===== src/rtl/brcu_pkg.sv =====
`timescale 1ns/1ps
// Package: shared constants and types for the PC-relative branch unit.
// Assumes 16-bit instruction words with the form bits in the top two bits.
package brcu_pkg;
    localparam int FLAG_N   = 5;
    localparam int FLAG_EQ  = 0;
    localparam int FLAG_LT  = 1;
    localparam int FLAG_GT  = 2;
    localparam int FLAG_LTU = 3;
    localparam int FLAG_GTU = 4;

    // Selectors at or above this value are illegal.
    localparam int SEL_LIMIT = 10;

    // Retired long-form branch opcodes (upper byte, bit 15 clear).
    localparam logic [7:0] LEGACY_LO = 8'h0F;
    localparam logic [7:0] LEGACY_HI = 8'h18;

    typedef enum logic [1:0] {
        K_STEP    = 2'd0,
        K_BRANCH  = 2'd1,
        K_ILLEGAL = 2'd2
    } kind_t;
endpackage


===== src/rtl/brcu_classify.sv =====
`timescale 1ns/1ps
// Module: brcu_classify
// Splits an instruction word into its kind (plain step, short branch,
// illegal) and extracts the selector and displacement fields.
// Assumes IW >= SEL_W + DISP_W + 2 and IW >= 8.
module brcu_classify
    import brcu_pkg::*;
#(
    parameter int IW     = 16,
    parameter int SEL_W  = 4,
    parameter int DISP_W = 10
) (
    input  logic [IW-1:0]     instr,
    output kind_t             kind_o,
    output logic [SEL_W-1:0]  sel_o,
    output logic [DISP_W-1:0] disp_o
);
    localparam int SEL_LSB = DISP_W;
    localparam int FORM_HI = IW - 1;
    localparam int FORM_LO = IW - 2;

    logic [7:0] opc_byte;
    logic       is_short;
    logic       is_legacy;

    // Field extraction: fixed bit slices of the instruction.
    assign sel_o    = instr[SEL_LSB +: SEL_W];
    assign disp_o   = instr[DISP_W-1:0];
    assign opc_byte = instr[IW-1 -: 8];

    // Form detection for the short branch and the retired long branch.
    always_comb begin
        is_short  = instr[FORM_HI] & instr[FORM_LO];
        is_legacy = !instr[FORM_HI] && (opc_byte >= LEGACY_LO) && (opc_byte <= LEGACY_HI);
    end

    // Kind selection: illegal selectors and legacy opcodes trap.
    always_comb begin
        if (is_short) begin
            kind_o = (int'(sel_o) >= SEL_LIMIT) ? K_ILLEGAL : K_BRANCH;
        end else if (is_legacy) begin
            kind_o = K_ILLEGAL;
        end else begin
            kind_o = K_STEP;
        end
    end
endmodule


===== src/rtl/brcu_cond.sv =====
`timescale 1ns/1ps
// Module: brcu_cond
// Evaluates a condition selector against the five comparison flags.
// Assumes the caller has already screened out illegal selectors;
// those evaluate false here.
module brcu_cond
    import brcu_pkg::*;
#(
    parameter int SEL_W = 4
) (
    input  logic [SEL_W-1:0]  sel_i,
    input  logic [FLAG_N-1:0] flags_i,
    output logic              hit_o
);
    logic eq, lt, gt, ltu, gtu;

    // Flag unpacking by fixed bit position.
    always_comb begin
        eq  = flags_i[FLAG_EQ];
        lt  = flags_i[FLAG_LT];
        gt  = flags_i[FLAG_GT];
        ltu = flags_i[FLAG_LTU];
        gtu = flags_i[FLAG_GTU];
    end

    // Condition table: signed and unsigned relations built from the flags.
    always_comb begin
        case (int'(sel_i))
            0:       hit_o = eq;
            1:       hit_o = !eq;
            2:       hit_o = lt;
            3:       hit_o = gt;
            4:       hit_o = ltu;
            5:       hit_o = gtu;
            6:       hit_o = gt | eq;
            7:       hit_o = lt | eq;
            8:       hit_o = gtu | eq;
            9:       hit_o = ltu | eq;
            default: hit_o = 1'b0;
        endcase
    end
endmodule


===== src/rtl/brcu_target.sv =====
`timescale 1ns/1ps
// Module: brcu_target
// Computes the sequential PC (PC + 2) and the branch target
// (PC + sign-extended displacement * 2). Arithmetic wraps modulo 2^PC_W.
// Assumes PC_W > DISP_W + 1.
module brcu_target #(
    parameter int PC_W   = 32,
    parameter int DISP_W = 10
) (
    input  logic [PC_W-1:0]   pc_i,
    input  logic [DISP_W-1:0] disp_i,
    output logic [PC_W-1:0]   seq_o,
    output logic [PC_W-1:0]   tgt_o
);
    localparam int EXT_W = PC_W - DISP_W - 1;

    logic [PC_W-1:0] offset;

    // Byte offset: sign-extend the halfword count and shift left by one.
    always_comb begin
        offset = {{EXT_W{disp_i[DISP_W-1]}}, disp_i, 1'b0};
    end

    // Adders for the fall-through and taken paths.
    always_comb begin
        seq_o = pc_i + PC_W'(2);
        tgt_o = pc_i + offset;
    end
endmodule


===== src/rtl/pcrel_branch_unit.sv =====
`timescale 1ns/1ps
// Module: pcrel_branch_unit
// Holds the program counter and executes short-form PC-relative
// conditional branches. Retired long-form branches and reserved selectors
// raise a sticky exception that freezes the PC until reset or exc_clear.
// Assumes one instruction per valid cycle and no pipelining.
module pcrel_branch_unit
    import brcu_pkg::*;
#(
    parameter int              PC_W      = 32,
    parameter logic [PC_W-1:0] RESET_VEC = 32'h0000_1000
) (
    input  logic              clk,
    input  logic              rst_n,
    input  logic              instr_valid,
    input  logic [15:0]       instr,
    input  logic [4:0]        flags_i,
    input  logic              exc_clear,
    output logic [PC_W-1:0]   pc_o,
    output logic              illegal_o,
    output logic              taken_o,
    output logic [PC_W-1:0]   target_o
);
    localparam int IW     = 16;
    localparam int SEL_W  = 4;
    localparam int DISP_W = 10;

    kind_t             kind;
    logic [SEL_W-1:0]  sel;
    logic [DISP_W-1:0] disp;
    logic              hit;
    logic [PC_W-1:0]   seq_pc;
    logic [PC_W-1:0]   tgt_pc;
    logic              accept;
    logic              do_jump;

    brcu_classify #(.IW(IW), .SEL_W(SEL_W), .DISP_W(DISP_W)) u_cls (
        .instr  (instr),
        .kind_o (kind),
        .sel_o  (sel),
        .disp_o (disp)
    );

    brcu_cond #(.SEL_W(SEL_W)) u_cond (
        .sel_i   (sel),
        .flags_i (flags_i),
        .hit_o   (hit)
    );

    brcu_target #(.PC_W(PC_W), .DISP_W(DISP_W)) u_tgt (
        .pc_i   (pc_o),
        .disp_i (disp),
        .seq_o  (seq_pc),
        .tgt_o  (tgt_pc)
    );

    // Acceptance: a valid instruction runs only outside exception and clear cycles.
    always_comb begin
        accept  = instr_valid && !illegal_o && !exc_clear;
        do_jump = accept && (kind == K_BRANCH) && hit;
    end

    // PC register: step, jump, or hold.
    always_ff @(posedge clk) begin
        if (!rst_n) begin
            pc_o <= RESET_VEC;
        end else if (accept) begin
            case (kind)
                K_STEP:   pc_o <= seq_pc;
                K_BRANCH: pc_o <= hit ? tgt_pc : seq_pc;
                default:  pc_o <= pc_o;
            endcase
        end
    end

    // Exception flag: set on a trapping instruction, cleared by exc_clear.
    always_ff @(posedge clk) begin
        if (!rst_n) begin
            illegal_o <= 1'b0;
        end else if (exc_clear) begin
            illegal_o <= 1'b0;
        end else if (accept && (kind == K_ILLEGAL)) begin
            illegal_o <= 1'b1;
        end
    end

    // Taken strobe and last-target capture for observation.
    always_ff @(posedge clk) begin
        if (!rst_n) begin
            taken_o  <= 1'b0;
            target_o <= '0;
        end else begin
            taken_o <= do_jump;
            if (do_jump) begin
                target_o <= tgt_pc;
            end
        end
    end
endmodule


===== config.mk =====
export PLATFORM = sky130hd
export DESIGN_NAME = pcrel_branch_unit
export DESIGN_NICKNAME = d
export VERILOG_FILES = /design/src/rtl/brcu_pkg.sv /design/src/rtl/brcu_classify.sv /design/src/rtl/brcu_cond.sv /design/src/rtl/brcu_target.sv /design/src/rtl/pcrel_branch_unit.sv
export SDC_FILE = /design/constraint.sdc
export NUM_CORES = 1
export LEC_CHECK = 0
export BUFFER_PORTS_ARGS = -buffer_cell sky130_fd_sc_hd__buf_2
export CORE_MARGIN = 5
export CORE_UTILIZATION = 45
export DETAILED_ROUTE_END_ITERATION = 12
export GPL_TIMING_DRIVEN = 0
export PLACE_DENSITY = 0.67
export SLEW_MARGIN = 5
export SYNTH_ARGS = -nofsm -noshare
export SYNTH_HDL_FRONTEND = slang
export SYNTH_SLANG_ARGS = --single-unit

===== constraint.sdc =====
create_clock -name clk -period 3.05 [get_ports clk]
set_input_delay 0.1525 -clock clk [delete_from_list [all_inputs] [get_ports clk]]
set_output_delay 0.1525 -clock clk [all_outputs]
set_load 0.03 [all_outputs]

==> impl_metrics.env, run 1 <==
export IMPL_clk_insertion_delay_late_ps=370
export IMPL_drc=0
export IMPL_num_io_pins=91
export IMPL_final_hold_viol_count=0
export IMPL_wl_met2_microns=8110
export IMPL_synthFlopType="dfxtp_1"
export IMPL_wl_per_cell_microns=19.55
export IMPL_final_core_util_pct=53.98
export IMPL_top_signal_layer_used="met4"
export IMPL_synth_top_area_share_pct=26.20
export IMPL_place_area_sq_um=5504
export IMPL_die_area_sq_um=13050
export IMPL_wl_microns=17650
export IMPL_synthDistinctLibCells=72
export IMPL_cts_root_buffer="clkbuf_8"
export IMPL_status="finished, final reports clean"
export IMPL_yosys_warnings=0
export IMPL_synth_area_leaders="dfxtp_1 (26%), a21oi_1 (8.8%), ha_1 (7.9%)"
export IMPL_die_width_microns=114.2
export IMPL_finalCritPeriodShare_pct=96.62
export IMPL_synthCells=656
export IMPL_nets=815
export IMPL_cts_clk_slew_worst_paths_ps=80
export IMPL_path_max_fanout=7
export IMPL_cts_tree="built"
export IMPL_grt_usage_pct=26.91
export IMPL_cts_buffer_depth=2
export IMPL_cp_required_ps=3260
export IMPL_timing_fmax_ghz=0.3393
export IMPL_ys_seq_elements=64
export IMPL_relSlewSlack_pct=26.02
export IMPL_drive_gt1_share_pct=19.66
export IMPL_hp_class="input port to register"
export IMPL_antenna_cells=0
export IMPL_rsz0062_at_grt="false"
export IMPL_dr_wl_met3_microns=1499
export IMPL_avgSynthCellArea_sq_um=7.454
export IMPL_portBuffers=87
export IMPL_syn_area_sq_um=4890
export IMPL_rows=38
export IMPL_grt_pass1_vias=5193
export IMPL_drt_iter0_drc=518
export IMPL_power_density_nw_per_um2=363.1
export IMPL_syn2layout_area_growth_pct=18.63
export IMPL_postRouteAntennaNets=0
export IMPL_maxCapViolCount=0
export IMPL_antenna_found_initial=0
export IMPL_ys_seq_area_share_pct=26.20
export IMPL_n_fill_cell=1119
export IMPL_synth_largest_area_cell="dfxtp_1"
export IMPL_vias_per_cell=6.208
export IMPL_reg2reg_slack_ps=100
export IMPL_worst_setup_path_start_kind="register"
export IMPL_drv_slew=0
export IMPL_worst_pin_slew_ps=1107
export IMPL_ctsHtreeMaxLevel=3
export IMPL_grt_overflow=0
export IMPL_hold_slack_ps=108.0
export IMPL_cts_buffers=9
export IMPL_place_gp_congestion=0.9363
export IMPL_grt_pass1_wl_microns=27760
export IMPL_cp_arrival_ps=3160
export IMPL_clock_skew_ps=11.76
export IMPL_drtPass1Iterations=5
export IMPL_setup_slack_ps=103.1
export IMPL_path_class="register to register"
export IMPL_grt_max_degree=28
export IMPL_synthArstFlopShare_pct=0
export IMPL_initial_utilization_pct=45.51
export IMPL_design_area_sq_um=5801
export IMPL_peakVddDrop_mv=0.2011
export IMPL_vias=5606
export IMPL_setup_viol=0
export IMPL_leakage_nw=2.409
export IMPL_endpoint_kind="register"
export IMPL_final_min_clock_period_ps=2947
export IMPL_cts_sinks=64
export IMPL_pre_cts_slack_ps=-321.4
export IMPL_dp_hpwl_microns=13050
export IMPL_die_h_microns=114.2
export IMPL_synth_edf_count=0
export IMPL_drt_met1_wl_microns=7712
export IMPL_core_area_sq_um=10750
[cell usage after synthesis (all sizes together) (5+ instances only)]
cell type / instances
a21oi: 87
nand2: 78
dfxtp: 64
o21ai: 59
nor2: 48
ha: 31
nand3: 29
buf: 22
xnor2: 18
clkbuf: 17
a21o: 16
nor3: 16
nand4: 15
and3: 11
a211oi: 10
a31oi: 9
nor2b: 9
nand2b: 8
nor4: 7
o211ai: 7
o31ai: 6
inv: 5
o21a: 5
o22ai: 5
xor2: 5
[registers in the layout (all words and copies together) (netlist names)]
| register | count |
|---|---|
| taken_o | 1 |
| target_o | 31 |
| illegal_o | 1 |
| pc_o | 31 |
[cells in the final DEF (no fill, tap or decap), drive strengths merged, types with 3 or more instances in the layout]
master	count
a211oi	10
a21o	16
a21oi	87
a221oi	3
a311oi	3
a31oi	9
and2	4
and3	11
buf	111
clkbuf	28
clkinv	3
dfxtp	64
ha	31
inv	5
mux2i	3
nand2	78
nand2b	8
nand3	29
nand3b	4
nand4	15
nor2	48
nor2b	9
nor3	16
nor3b	4
nor4	7
nor4b	4
o2111ai	3
o211ai	7
o21a	5
o21ai	59
o21bai	4
o221ai	3
o22ai	5
o311ai	4
o31ai	6
xnor2	18
xor2	5
[path summary, 6_finish.rpt]
check,end,startpoint,depth (start not counted)
hold / removal,illegal_o$_SDFFE_PP0P_,instr_valid,3
hold reg to reg,target_o[15]$_SDFFE_PN0P_,target_o[15]$_SDFFE_PN0P_,2
setup / recovery,pc_o[28]$_SDFFE_PN0P_,pc_o[11]$_SDFFE_PN0P_,9
setup reg to reg,pc_o[28]$_SDFFE_PN0P_,pc_o[11]$_SDFFE_PN0P_,9
[stage by stage]
stage / cells / TNS, ps / power, W
after floorplan: 657 / 0 / 0.001170
after global placement: 884 / -2992 / 0.001300
after detailed placement: 884 / -3343 / 0.001306
after CTS: 902 / 0 / 0.002102
after global routing: 903 / 0 / 0.002195
final: 903 / 0 / 0.002106
[cell families (layout without fill, tap and decap cells)]
| logic type | Yosys count | count (layout) | share of synthesized area, % |
|---|---|---|---|
| AO/OA/AOI/OAI | 240 | 240 | 30.50 |
| AND/OR/NAND/NOR | 246 | 246 | 25.10 |
| other | 1 | 2 | 0.07669 |
| flip-flops | 64 | 64 | 26.20 |
| adder cells (fa/ha/maj) | 32 | 32 | 8.342 |
| multiplexers | 5 | 5 | 1.075 |
| XOR/XNOR | 23 | 23 | 4.120 |
| buffers and inverters | 45 | 151 | 4.580 |
[area by class of cell]
type                       count  area (sq um)  area share [%]
multi-input combinational    548          3448           59.45
sequential                    64          1286           22.17
timing repair buffer          90         460.4           7.938
buffer                        39         201.4           3.473
tap                          140         175.2           3.020
clock buffer                  11         151.4           2.610
clock inverter                 5         55.05          0.9491
inverter                       6         22.52          0.3883
[worst max-delay path, cell delays in order (launching register included)]
cell and delay [ps]:
dfxtp_2 370, ha_1 350, a2111oi_0 420, o21ai_0 190
a21oi_2 290, o21ai_2 160, a211o_1 370, o221ai_1 240
xor2_1 290, o22ai_1 110
[power breakdown]
part           internal (W)  switching, W
combinational      0.000145      0.000287
clock              0.000419      0.000382
sequential         0.000851     0.0000216
[routing by layer]
layer,up-vias,global-route usage (%)
met2,279,43.83
met4,0,8.947
met3,27,4.017
met5,-,0
met1,2635,36.47
li1,2665,-
[repair_timing]
| item | 4_1_cts | 5_1_grt |
|---|---|---|
| pin swaps | 1 | 1 |
| hold endpoints to repair | 1 | 0 |
| buffers inserted | 1 | 1 |
| hold buffers | 1 | 0 |
| resized for setup | 5 | 13 |
| setup endpoints to repair | 19 | 18 |
Note: power is estimated with default switching activity, not from simulation.
==> run 2: changes to the inputs <==
--- a/config.mk
+++ b/config.mk
@@ -11,6 +11,7 @@
 export DETAILED_ROUTE_END_ITERATION = 12
 export GPL_TIMING_DRIVEN = 0
 export PLACE_DENSITY = 0.67
+export REMOVE_ABC_BUFFERS = 1
 export SLEW_MARGIN = 5
 export SYNTH_ARGS = -nofsm -noshare
 export SYNTH_HDL_FRONTEND = slang
==> run 2 against run 1 <==
  * Via count decreased by 4.7%
  * Combinational power decreased by 6.5%
  * Clock-buffer cell count decreased by 2
  * Clock power increased by 12%
  * Hold slack got worse by 84 ps
  * Design area decreased by 1.8%
  * Non-clock buffer count decreased by 36
  * First-iteration DRC count decreased by 31%
  * Critical path type unchanged
  * Largest cell class unchanged
  * Largest power group is now clock
  * Highest routed layer unchanged
==> impl_metrics.env, run 2 (same netlist as run 1, synthesis figures left out) <==
export IMPL_setup_viol=0
export IMPL_dp_hpwl_microns=10700
export IMPL_grt_pass1_wl_microns=24880
export IMPL_maxCapViolCount=0
export IMPL_cts_buffer_depth=2
export IMPL_clk_insertion_delay_late_ps=360
export IMPL_drive_gt1_share_pct=18.68
export IMPL_cts_sinks=64
export IMPL_busiest_layer="met2"
export IMPL_cp_slowest_cell="o311ai_1"
export IMPL_core_area_sq_um=10750
export IMPL_path_class="register to register"
export IMPL_final_hold_viol_count=0
export IMPL_syn2layout_area_growth_pct=16.50
export IMPL_antenna_found_initial=0
export IMPL_final_common_cell="buf_2"
export IMPL_worst_pin_slew_ps=1142
export IMPL_timing_fmax_ghz=0.3444
export IMPL_reg2reg_slack_ps=150
export IMPL_drv_slew=0
export IMPL_crit_chain="ha_1 -> fa_1 -> a211oi_1 -> o21ai_2 -> o311a_1 -> o311ai_1 -> a21oi_1 -> o22ai_1 -> nor2_1"
export IMPL_drc=0
export IMPL_grt_pass1_vias=5104
export IMPL_endpoint_kind="register"
export IMPL_met2_usage_pct=37.94
export IMPL_place_gp_congestion=0.8809
export IMPL_postCtsHoldBufs=0
export IMPL_fin_tns_setup_ps=0
export IMPL_use_met1_pct=31.45
export IMPL_nets=780
export IMPL_design_area_sq_um=5697
export IMPL_postRouteAntennaNets=0
export IMPL_antenna_cells=0
export IMPL_wl_microns=15650
export IMPL_n_fill_cell=1118
export IMPL_pre_cts_slack_ps=-941.4
export IMPL_cts_buffers=9
export IMPL_drt_iter0_drc=359
export IMPL_initial_utilization_pct=45.51
export IMPL_rows=38
export IMPL_instances_no_fill=868
export IMPL_cp_required_ps=3260
export IMPL_num_io_pins=91
export IMPL_crit_path_max_incr_delay_ps=480
export IMPL_met3_usage_pct=4.493
export IMPL_portBuffers=88
export IMPL_die_area_sq_um=13050
export IMPL_rsz0062_at_grt="false"
export IMPL_die_width_microns=114.2
export IMPL_relSlewSlack_pct=23.43
export IMPL_final_min_clock_period_ps=2904
export IMPL_finalCritPeriodShare_pct=95.20
export IMPL_leakage_nw=2.353
export IMPL_grt_max_degree=43
export IMPL_dpl_cell_count=848
export IMPL_vias=5343
export IMPL_grt_overflow=0
export IMPL_ctsHtreeMaxLevel=3
export IMPL_power_density_nw_per_um2=381.0
export IMPL_vias_per_cell=6.156
export IMPL_cts_clk_slew_worst_paths_ps=80
export IMPL_grt_usage_pct=23.59
export IMPL_drtPass1Iterations=5
export IMPL_hold_slack_ps=23.68
export IMPL_status="finished, final reports clean"
export IMPL_cp_arrival_ps=3120
export IMPL_place_area_sq_um=5356
export IMPL_path_max_fanout=7
export IMPL_die_h_microns=114.2
export IMPL_final_cell_mix="buf_2 (88), a21oi_1 (86), nand2_1 (76), dfxtp_1 (60), o21ai_0 (52)"
export IMPL_wl_per_cell_microns=18.03
export IMPL_cts_tree="built"
export IMPL_hp_class="input port to register"
export IMPL_setup_slack_ps=146.4
export IMPL_cts_root_buffer="clkbuf_8"
export IMPL_clock_skew_ps=7.515
export IMPL_reg_top3="pc_o (31), target_o (31)"
export IMPL_worst_setup_path_start_kind="register"
export IMPL_peakVddDrop_mv=0.1916
==> run 2: cell count changes in the layout (fill, tap and decap cells not counted), moves of 2 or more <==
cell | previous run | this run
buf_4 | 6 | 3
clkbuf_8 | 11 | 9
clkinvlp_4 | 2 | 0
clkbuf_1 | 17 | 0
buf_2 | 101 | 88
clkinv_2 | 2 | 4
bufinv_16 | 1 | 3
buf_6 | 3 | 1
==> run 2: cell type report <==
class | instances | area, sq um | area share, %
multi-input cells | 549 | 3477 | 61.04
flip-flops and latches | 64 | 1286 | 22.58
repair buffers | 93 | 501.7 | 8.807
well taps | 140 | 175.2 | 3.075
clock buffers | 9 | 123.9 | 2.174
clock inverters | 7 | 110.1 | 1.933
inverters | 6 | 22.52 | 0.3953
==> run 2: final timing paths <==
kind                             startpoint                         to  depth (start not counted)
setup / recovery       pc_o[1]$_SDFFE_PN0P_      pc_o[11]$_SDFFE_PN0P_                          9
hold reg to reg   target_o[18]$_SDFFE_PN0P_  target_o[18]$_SDFFE_PN0P_                          2
hold / removal                    exc_clear     illegal_o$_SDFFE_PP0P_                          2
setup reg to reg       pc_o[1]$_SDFFE_PN0P_      pc_o[11]$_SDFFE_PN0P_                          9
==> run 2: worst max-delay path: cells and delay by family, from the launching register on <==
kind / cells / cell delay (ps)
fa+ha+maj: 2 / 690
flops: 1 / 400
compound gates: 6 / 1600
simple gates: 1 / 60
==> run 2: timing repair <==
action | in CTS | in global routing
setup endpoints to repair | 47 | 36
cloned | 1 | 0
gates resized for setup | 6 | 16
buffers inserted | 3 | 0
pin swaps | 1 | 2
==> run 2: layer usage <==
metal / up-vias / part of all wire, %
met4: 0 / 2.2
met3: 35 / 7.5
met2: 210 / 47
met1: 2510 / 44
li1: 2588 / -
met5: - / 0
==> run 2: where the power goes <==
part	internal [W]	switching, W	total (W)
Clock	0.000537	0.000357	0.000894
Combinational	0.000139	0.000265	0.000404
Sequential	0.000851	0.0000211	0.000872
Total	0.00153	0.000643	0.00217
==> run 2: through the flow <==
step                      power, W  utilization [%]
after global placement    0.001263            49.39
after CTS                 0.002169            52.46
after detailed placement  0.001278            49.85
final                     0.002170            53.02
after floorplan           0.001149                -
after global routing      0.002268            53.02
==> run 3: changes to the inputs <==
==> constraint.sdc (replaced) <==
create_clock -name clk -period 3.7 [get_ports clk]
set_input_delay 0.185 -clock clk [delete_from_list [all_inputs] [get_ports clk]]
set_output_delay 0.185 -clock clk [all_outputs]
set_load 0.03 [all_outputs]
==> run 3 against run 2 <==
  * First-iteration DRC count increased by 14%
  * Critical path type is now input port to register
  * Wire length decreased by 0.83%
  * Hold slack improved by 31 ps
  * Highest routed layer unchanged
  * Critical path depth decreased by 2
==> impl_metrics.env, run 3 (same netlist as run 1, synthesis figures left out) <==
export IMPL_clk_insertion_delay_late_ps=360
export IMPL_path_max_fanout=42
export IMPL_drt_iter0_drc=409
export IMPL_vias=5303
export IMPL_die_area_sq_um=13050
export IMPL_maxCapViolCount=0
export IMPL_dp_hpwl_microns=10700
export IMPL_setup_viol=0
export IMPL_postCtsHoldBufs=0
export IMPL_grt_usage_pct=23.14
export IMPL_status="finished, final reports clean"
export IMPL_antenna_cells=0
export IMPL_rows=38
export IMPL_cts_root_buffer="clkbuf_8"
export IMPL_cts_tree="built"
export IMPL_finalCritPeriodShare_pct=90.30
export IMPL_postRouteAntennaNets=0
export IMPL_met3_usage_pct=4.228
export IMPL_drive_gt1_share_pct=16.69
export IMPL_cts_clk_slew_worst_paths_ps=70
export IMPL_cp_arrival_ps=3540
export IMPL_total_power_w=0.001783
export IMPL_fin_tns_setup_ps=0
export IMPL_met2_usage_pct=37.16
export IMPL_postCtsSetupBuffers=0
export IMPL_hold_slack_ps=54.69
export IMPL_worst_setup_path_start_kind="input port"
export IMPL_drtPass1Iterations=5
export IMPL_final_min_clock_period_ps=3341
export IMPL_final_common_cell="buf_2"
export IMPL_clock_skew_ps=7.316
export IMPL_instances_no_fill=865
export IMPL_timing_fmax_ghz=0.2993
export IMPL_power_density_nw_per_um2=318.2
export IMPL_drv_slew=0
export IMPL_core_area_sq_um=10750
export IMPL_antenna_found_initial=0
export IMPL_die_width_microns=114.2
export IMPL_cts_buffer_depth=2
export IMPL_cts_resized=0
export IMPL_ctsHtreeMaxLevel=3
export IMPL_initial_utilization_pct=45.51
export IMPL_nets=777
export IMPL_cp_required_ps=3900
export IMPL_cts_buffers=9
export IMPL_vias_per_cell=6.131
export IMPL_use_met1_pct=31.00
export IMPL_place_gp_congestion=0.8809
export IMPL_die_h_microns=114.2
export IMPL_rsz0062_at_grt="false"
export IMPL_path_class="input port to register"
export IMPL_endpoint_kind="register"
export IMPL_grt_overflow=0
export IMPL_busiest_layer="met2"
export IMPL_wl_microns=15520
export IMPL_grt_max_degree=43
export IMPL_drc=0
export IMPL_syn2layout_area_growth_pct=14.59
export IMPL_n_fill_cell=1127
export IMPL_peakVddDrop_mv=0.1573
export IMPL_reg_top3="pc_o (31), target_o (31)"
export IMPL_final_core_util_pct=52.14
export IMPL_portBuffers=88
export IMPL_grt_pass1_vias=5068
export IMPL_relSlewSlack_pct=15.48
export IMPL_wl_per_cell_microns=17.94
export IMPL_num_io_pins=91
export IMPL_reg2reg_slack_ps=450
export IMPL_grt_pass1_wl_microns=24580
export IMPL_dpl_cell_count=848
export IMPL_cts_sinks=64
export IMPL_final_cell_mix="buf_2 (88), a21oi_1 (86), nand2_1 (77), dfxtp_1 (64), o21ai_0 (54)"
export IMPL_leakage_nw=2.317
export IMPL_worst_pin_slew_ps=1265
export IMPL_final_hold_viol_count=0
export IMPL_hp_class="input port to register"
## run 3: changes by cell type in the layout (fill, tap and decap cells not counted), moves of 2 or more
cell     before  now
dfxtp_2       4    0
o21ai_0      52   54
buf_4         3    0
dfxtp_1      60   64
o21ai_2       2    0
## run 3: metal layers
layer | vias to the layer above | part of all wire (%)
met2 | 232 | 46
met3 | 31 | 8.2
met1 | 2458 | 44
met4 | 0 | 1.9
li1 | 2582 | -
met5 | - | 0
## run 3: critical path, stage by stage
cell	delay [ps]
buf_2	150
mux2i_1	140
nor4b_1	590
o311a_2	850
nand2_1	990
o21ai_0	520
a311oi_1	90
## run 3: area by class of cell
cell class              count  area [sq um]  share of cell area [%]
multi-input cells         549          3411                   60.88
flip-flops and latches     64          1281                   22.87
repair buffers             90         479.2                   8.553
well taps                 140         175.2                   3.126
clock buffers               9         123.9                   2.211
clock inverters             7         110.1                   1.965
inverters                   6         22.52                  0.4020
## run 3: final timing paths
kind,to,start,cells after the start
hold reg to reg,target_o[18]$_SDFFE_PN0P_,target_o[18]$_SDFFE_PN0P_,2
setup / recovery,pc_o[16]$_SDFFE_PN0P_,instr[10],7
setup reg to reg,target_o[31]$_SDFFE_PN0P_,pc_o[1]$_SDFFE_PN0P_,10
hold / removal,illegal_o$_SDFFE_PP0P_,exc_clear,2
## run 3: power breakdown
group / switching (W) / internal, W
logic: 0.000214 / 0.000112
clock network: 0.000296 / 0.000443
registers: 0.0000174 / 0.000701
## run 3: metrics by stage
stage / setup WS (ps) / cell area (sq um)
finish: 358.9 / 5603
global route: 79.97 / 5603
CTS: 48.81 / 5590
detailed placement: -323.9 / 5356
global placement: -1631 / 5308
floorplan: 729.9 / 4692
